File: config.mk
export PLATFORM = sky130hd
export DESIGN_NAME = pong_core
export DESIGN_NICKNAME = d
export VERILOG_FILES = /design/src/rtl/pong_pkg.sv /design/src/rtl/pong_rst_sync.sv /design/src/rtl/pong_hit_latch.sv /design/src/rtl/pong_ball_fsm.sv /design/src/rtl/pong_score.sv /design/src/rtl/pong_core.sv
export SDC_FILE = /design/constraint.sdc
export NUM_CORES = 1
export LEC_CHECK = 0
export BUFFER_PORTS_ARGS = -buffer_cell sky130_fd_sc_hd__buf_2
export CORE_MARGIN = 8
export CORE_UTILIZATION = 40
export DETAILED_ROUTE_END_ITERATION = 6
export GPL_ROUTABILITY_DRIVEN = 0
export HOLD_SLACK_MARGIN = 0.03
export PLACE_DENSITY_LB_ADDON = 0.25
export SLEW_MARGIN = 40
export SYNTH_ARGS = -nofsm -noshare
export SYNTH_HDL_FRONTEND = slang
export SYNTH_HIERARCHICAL = 1
export SYNTH_SLANG_ARGS = --single-unit
File: constraint.sdc
create_clock -name clk -period 1.3 [get_ports clk]
set_input_delay 0.26 -clock clk [delete_from_list [all_inputs] [get_ports clk]]
set_output_delay 0.26 -clock clk [all_outputs]
set_load 0.02 [all_outputs]
File: src/rtl/pong_pkg.sv
package pong_pkg;
  typedef enum logic [2:0] {
    ST_IDLE,
    ST_SRV_A,
    ST_SRV_B,
    ST_TO_B,
    ST_TO_A,
    ST_WIN_A,
    ST_WIN_B
  } pong_state_e;
endpackage

File: src/rtl/pong_rst_sync.sv
module pong_rst_sync (
  input  logic clk,
  input  logic rst_n_in,
  output logic rst_n_out
);
  logic [1:0] sync_q;

  always_ff @(posedge clk or negedge rst_n_in) begin
    if (!rst_n_in) sync_q <= 2'b00;
    else           sync_q <= {sync_q[0], 1'b1};
  end

  assign rst_n_out = sync_q[1];
endmodule

File: src/rtl/pong_hit_latch.sv
module pong_hit_latch (
  input  logic clk,
  input  logic rst_n,
  input  logic hit_in,
  input  logic consume,
  input  logic discard,
  output logic seen
);
  logic prev_q, pend_q;
  logic rise, pend_d;

  always_comb begin
    rise = hit_in & ~prev_q;
    seen = pend_q | rise;
    if (discard || consume) pend_d = 1'b0;
    else                    pend_d = pend_q | rise;
  end

  always_ff @(posedge clk or negedge rst_n) begin
    if (!rst_n) begin
      prev_q <= 1'b0;
      pend_q <= 1'b0;
    end else begin
      prev_q <= hit_in;
      pend_q <= pend_d;
    end
  end
endmodule

File: src/rtl/pong_ball_fsm.sv
module pong_ball_fsm
  import pong_pkg::*;
#(
  parameter int NUM_LEDS = 8,
  localparam int POS_W = $clog2(NUM_LEDS)
) (
  input  logic             clk,
  input  logic             rst_n,
  input  logic             adv,
  input  logic             serve_a,
  input  logic             serve_b,
  input  logic             seen_a,
  input  logic             seen_b,
  output pong_state_e      state,
  output logic [POS_W-1:0] pos,
  output logic             pt_a,
  output logic             pt_b
);
  localparam logic [POS_W-1:0] FIRST = '0;
  localparam logic [POS_W-1:0] LAST  = POS_W'(NUM_LEDS - 1);
  localparam logic [POS_W-1:0] ONE   = POS_W'(1);

  pong_state_e      st_q, st_d;
  logic [POS_W-1:0] pos_q, pos_d;

  always_comb begin
    st_d  = st_q;
    pos_d = pos_q;
    pt_a  = 1'b0;
    pt_b  = 1'b0;
    if (adv) begin
      unique case (st_q)
        ST_IDLE: begin
          if (serve_a && !serve_b) begin
            st_d  = ST_SRV_A;
            pos_d = FIRST;
          end else if (serve_b && !serve_a) begin
            st_d  = ST_SRV_B;
            pos_d = LAST;
          end
        end
        ST_SRV_A, ST_TO_B: begin
          if (seen_b) begin
            pt_a  = 1'b1;
            st_d  = ST_IDLE;
            pos_d = FIRST;
          end else begin
            pos_d = pos_q + ONE;
            st_d  = ((pos_q + ONE) == LAST) ? ST_WIN_B : ST_TO_B;
          end
        end
        ST_SRV_B, ST_TO_A: begin
          if (seen_a) begin
            pt_b  = 1'b1;
            st_d  = ST_IDLE;
            pos_d = FIRST;
          end else begin
            pos_d = pos_q - ONE;
            st_d  = ((pos_q - ONE) == FIRST) ? ST_WIN_A : ST_TO_A;
          end
        end
        ST_WIN_B: begin
          if (seen_b) begin
            st_d  = ST_TO_A;
            pos_d = LAST - ONE;
          end else begin
            pt_a  = 1'b1;
            st_d  = ST_IDLE;
            pos_d = FIRST;
          end
        end
        ST_WIN_A: begin
          if (seen_a) begin
            st_d  = ST_TO_B;
            pos_d = FIRST + ONE;
          end else begin
            pt_b  = 1'b1;
            st_d  = ST_IDLE;
            pos_d = FIRST;
          end
        end
        default: begin
          st_d  = ST_IDLE;
          pos_d = FIRST;
        end
      endcase
    end
  end

  always_ff @(posedge clk or negedge rst_n) begin
    if (!rst_n) begin
      st_q  <= ST_IDLE;
      pos_q <= FIRST;
    end else begin
      st_q  <= st_d;
      pos_q <= pos_d;
    end
  end

  assign state = st_q;
  assign pos   = pos_q;
endmodule

File: src/rtl/pong_score.sv
module pong_score #(
  parameter int WIN_SCORE = 21,
  localparam int SCORE_W = $clog2(WIN_SCORE + 1)
) (
  input  logic               clk,
  input  logic               rst_n,
  input  logic               pt_a,
  input  logic               pt_b,
  output logic [SCORE_W-1:0] score_a,
  output logic [SCORE_W-1:0] score_b
);
  localparam logic [SCORE_W-1:0] WIN = SCORE_W'(WIN_SCORE);
  localparam logic [SCORE_W-1:0] ONE = SCORE_W'(1);

  logic [SCORE_W-1:0] a_q, b_q, a_d, b_d, a_inc, b_inc;

  always_comb begin
    a_inc = a_q + ONE;
    b_inc = b_q + ONE;
    a_d   = a_q;
    b_d   = b_q;
    if ((pt_a && a_inc == WIN) || (pt_b && b_inc == WIN)) begin
      a_d = '0;
      b_d = '0;
    end else if (pt_a) begin
      a_d = a_inc;
    end else if (pt_b) begin
      b_d = b_inc;
    end
  end

  always_ff @(posedge clk or negedge rst_n) begin
    if (!rst_n) begin
      a_q <= '0;
      b_q <= '0;
    end else if (pt_a || pt_b) begin
      a_q <= a_d;
      b_q <= b_d;
    end
  end

  assign score_a = a_q;
  assign score_b = b_q;
endmodule

File: src/rtl/pong_core.sv
module pong_core
  import pong_pkg::*;
#(
  parameter int NUM_LEDS  = 8,
  parameter int WIN_SCORE = 21,
  localparam int SCORE_W  = $clog2(WIN_SCORE + 1),
  localparam int POS_W    = $clog2(NUM_LEDS)
) (
  input  logic                clk,
  input  logic                rst_n,
  input  logic                play_en,
  input  logic                serve_a,
  input  logic                serve_b,
  input  logic                hit_a,
  input  logic                hit_b,
  input  logic                step,
  output logic [NUM_LEDS-1:0] led,
  output logic [SCORE_W-1:0]  score_a,
  output logic [SCORE_W-1:0]  score_b
);
  localparam int NET_LO = NUM_LEDS / 2 - 1;
  localparam int NET_HI = NUM_LEDS / 2;

  logic             rst_sync_n;
  logic             adv;
  logic [1:0]       hit_lvl, hit_seen;
  pong_state_e      fsm_st;
  logic [POS_W-1:0] ball_pos;
  logic             pt_a, pt_b;
  logic             in_play;

  assign adv     = step & play_en;
  assign hit_lvl = {hit_b, hit_a};

  pong_rst_sync u_rst (
    .clk       (clk),
    .rst_n_in  (rst_n),
    .rst_n_out (rst_sync_n)
  );

  for (genvar p = 0; p < 2; p++) begin : g_hit
    pong_hit_latch u_hit (
      .clk     (clk),
      .rst_n   (rst_sync_n),
      .hit_in  (hit_lvl[p]),
      .consume (adv),
      .discard (~play_en),
      .seen    (hit_seen[p])
    );
  end

  pong_ball_fsm #(.NUM_LEDS(NUM_LEDS)) u_fsm (
    .clk     (clk),
    .rst_n   (rst_sync_n),
    .adv     (adv),
    .serve_a (serve_a),
    .serve_b (serve_b),
    .seen_a  (hit_seen[0]),
    .seen_b  (hit_seen[1]),
    .state   (fsm_st),
    .pos     (ball_pos),
    .pt_a    (pt_a),
    .pt_b    (pt_b)
  );

  pong_score #(.WIN_SCORE(WIN_SCORE)) u_score (
    .clk     (clk),
    .rst_n   (rst_sync_n),
    .pt_a    (pt_a),
    .pt_b    (pt_b),
    .score_a (score_a),
    .score_b (score_b)
  );

  assign in_play = (fsm_st != ST_IDLE);

  for (genvar i = 0; i < NUM_LEDS; i++) begin : g_led
    if (i == NET_LO || i == NET_HI) begin : g_net
      assign led[i] = 1'b1;
    end else begin : g_table
      assign led[i] = in_play && (ball_pos == POS_W'(i));
    end
  end
endmodule

==> metrics.txt <==
compound-cell area share of the yosys netlist between 10% and 20%; PortBufs 23; maximum vdd drop 0.926 mV; antenna cells 0; FF-to-FF Start u_fsm/state[1]$_DFFE_PN0P_; final WL just under 4000 um; vias in the first global route ~1400; site row count 22; DR vias/cell ~5.1; final core occ a little under two thirds; grt total ovfl 0; Worst Hold Class primary input to flip-flop; Post-synth EDFFs 0; post-synthesis sequential area ratio roughly a third; slowest CP cell dfrtp_1; cells along the critical path xor2_2 > and3b_1 > a31oi_1 > nor2_1 > buf_4 > nand4_1 > and3b_1 > o21a_1; Post-Layout Cell Count approximately 290; final setup vio count 23; CP arrival around 1.9 ns; Psw around 0.0020 W; Critical Path Start u_fsm/state[1]$_DFFE_PN0P_; number of top-level pins 26; clock latency at the later pin of the worst-skew pair around 0.26 ns; leading area contributor after synthesis dfrtp_1; crit end category flip-flop; dpl ws -0.604 ns; Iter 0 DRT Violations between 50 and 60; async set-reset flop share out of synthesis 100%; initial antenna violation count 0; final hold vios 0; top post-synthesis cells by count 22 x dfrtp_1, 21 x nor2_1, 12 x inv_1, 10 x nand2_1, 9 x ha_1; Worst path most repeated cell and3b_1; area grow syn2layout 50.4%; fill count 312; CTS buffer count 3; RSZ-0062 raised after global routing yes; CTS Sinks 22; Gate Count Post-Synth roughly 170; Pwr Total about 0.0047 W; placed cell count approximately 270; startpoint types flip-flop; fraction of layout cells with a size suffix above 1 between 40% and 50%; sequential share of power between 20% and 30%; clock transition at the registers of the reported paths approximately 0.08 ns; DP HPWL ~2800 um; Post-synth top flop dfrtp_1; pin count of the biggest net entering global routing 15; xor and xnor area share after synthesis under 10%; worst hold start hit_b; Clock Path Buffers 2; Switching Share between 40% and 50%; Crit path max-delay family simple AND/OR/NAND/NOR gates; Vias ~1400; failing checks setup timing; share of the synthesized area in the top cell type a little over a third; Internal Power around 0.0027 W; CP Data Required Time around 1.5 ns; H-tree levels 1; synth top area cells dfrtp_1 35%, ha_1 7.2%, nor2_1 5.0%, xor2_1 3.4%, inv_1 2.9%; flop and latch count out of synthesis 22; Routed WL per cell ~14 um; Final Max Tran Viols 0; # nets final 255; main combinational cell family by area after synthesis simple AND/OR/NAND/NOR gates; DIE WIDTH just under 80 um; Mapped Area approximately 0.0016 mm2; Worst Path Buf+Inv 1; CP peak stage delay between 0.4 and 0.5 ns; run status finished, violations left; Sum Neg Setup Slack -7.59 ns; Final min period between 1.5 and 2 ns; drt pass-1 iters 4; clock root cell clkbuf_8; simple-gate portion of the synthesized area between 20% and 30%; GRT Util Overall 11.9%; pwr/cell area between 2000 and 2500 mW/mm2; Synth Area in Adders between 7 and 8%; Yosys cell types 52; DRC 0; critical-path maximum fanout 3; syn_area_per_cell approximately 9.3 um2; TritonCTS clock tree built; Initial Util 42.1%; leak pwr 1.10 nW; Final Skew between 0.005 and 0.006 ns; Max-cap violations 0; clock network power share a little over a tenth; final worst path period share 134%; total core area 0.00372 mm2; Worst Slack Setup Final -0.447 ns; kind of critical path flip-flop to flip-flop; mux cell area share after synthesis around 1.3%; Final ANT Viol Nets 0; DIE AREA between 0.006 and 0.007 mm2; Max Fclk approximately 0.57 GHz; YS warnings 6; most numerous cell in the Yosys netlist dfrtp_1; die height ~79 um; global-route wire length before repair around 6300 um; Combinational Power Share between 60% and 70%
==> flip-flops by register name (all words and copies together) (netlist names) <==
| register | count |
|---|---|
| g_hit.u_hit/prev_q | 2 |
| u_fsm/state | 3 |
| u_score/score_a | 5 |
| u_fsm/pos | 3 |
| u_rst/sync_q | 2 |
| g_hit.u_hit/pend_q | 2 |
| u_score/score_b | 5 |
==> worst paths after layout <==
kind,to,slack [ns],depth (start not counted)
worst max-delay path,u_score/score_b[3]$_DFFE_PN0P_,-0.45,8
worst min-delay path,g_hit[1].u_hit/prev_q$_DFF_PN0_,0.12,1
worst max register to register,u_score/score_b[3]$_DFFE_PN0P_,-0.45,8
worst min register to register,u_score/score_b[0]$_DFFE_PN0P_,0.16,0
max in group asynchronous,u_score/score_a[3]$_DFFE_PN0P_,0.74,1
min in group asynchronous,u_score/score_b[0]$_DFFE_PN0P_,0.16,0
==> cell type report <==
class | instances | area, um2 | area share (%)
Timing Repair Buffer | 73 | 566 | 24.0
Multi-Input combinational cell | 126 | 1080 | 45.7
Clock buffer | 4 | 55.1 | 2.34
Sequential cell | 22 | 553 | 23.5
Inverter | 12 | 45.0 | 1.91
Tap cell | 48 | 60.1 | 2.55
==> through the flow <==
stage	cell area (um2)	hold WS, ns
final	2350	0.118
after global routing	2350	0.114
after CTS	2240	0.120
after detailed placement	2010	0.0465
after global placement	2010	0.0452
after floorplan	1590	-0.0356
==> power by group through the flow <==
stage | Clock [W] | Combinational (W) | Sequential, W
after floorplan | 0 | 0.00129 | 0.00128
after global placement | 0 | 0.00240 | 0.00108
after detailed placement | 0 | 0.00248 | 0.00110
after CTS | 0.000493 | 0.00280 | 0.00109
after global routing | 0.000517 | 0.00342 | 0.00112
final | 0.000492 | 0.00316 | 0.00109
==> per-layer routing <==
layer	track usage [%]	share of wire [%]
met1	14.1	43
met2	21.5	52
met3	2.51	4.2
met4	2.22	0.88
met5	0	0
==> what timing repair did <==
item / CTS / global route
pin swaps: 25 / 8
endpoints found under the setup margin: 23 / 24
hold endpoints to repair: 2 / 0
setup buffers: 7 / 4
gates resized for setup: 29 / 20
hold buffers: 1 / 0
gates cloned: 0 / 0
==> placed cells by master, fill, tap and decap left out, types with 6 or more instances in the layout <==
| cell | count |
|---|---|
| buf_2 | 17 |
| buf_4 | 43 |
| buf_6 | 10 |
| dfrtp_1 | 20 |
| ha_1 | 9 |
| inv_1 | 12 |
| nand2_1 | 10 |
| nor2_1 | 17 |
| xor2_1 | 6 |
==> cell families (layout without fill, tap and decap cells) <==
group                      after synthesis  in the layout
adders and majority gates                9              9
AOI/OAI and AO/OA                       31             31
muxes                                    2              2
other                                    2              3
and+or+nand+nor                         70             70
buffers and inverters                   21             89
DFF                                     22             22
xor gates and xnor gates                11             11
Power figures use the tool's default switching activity.
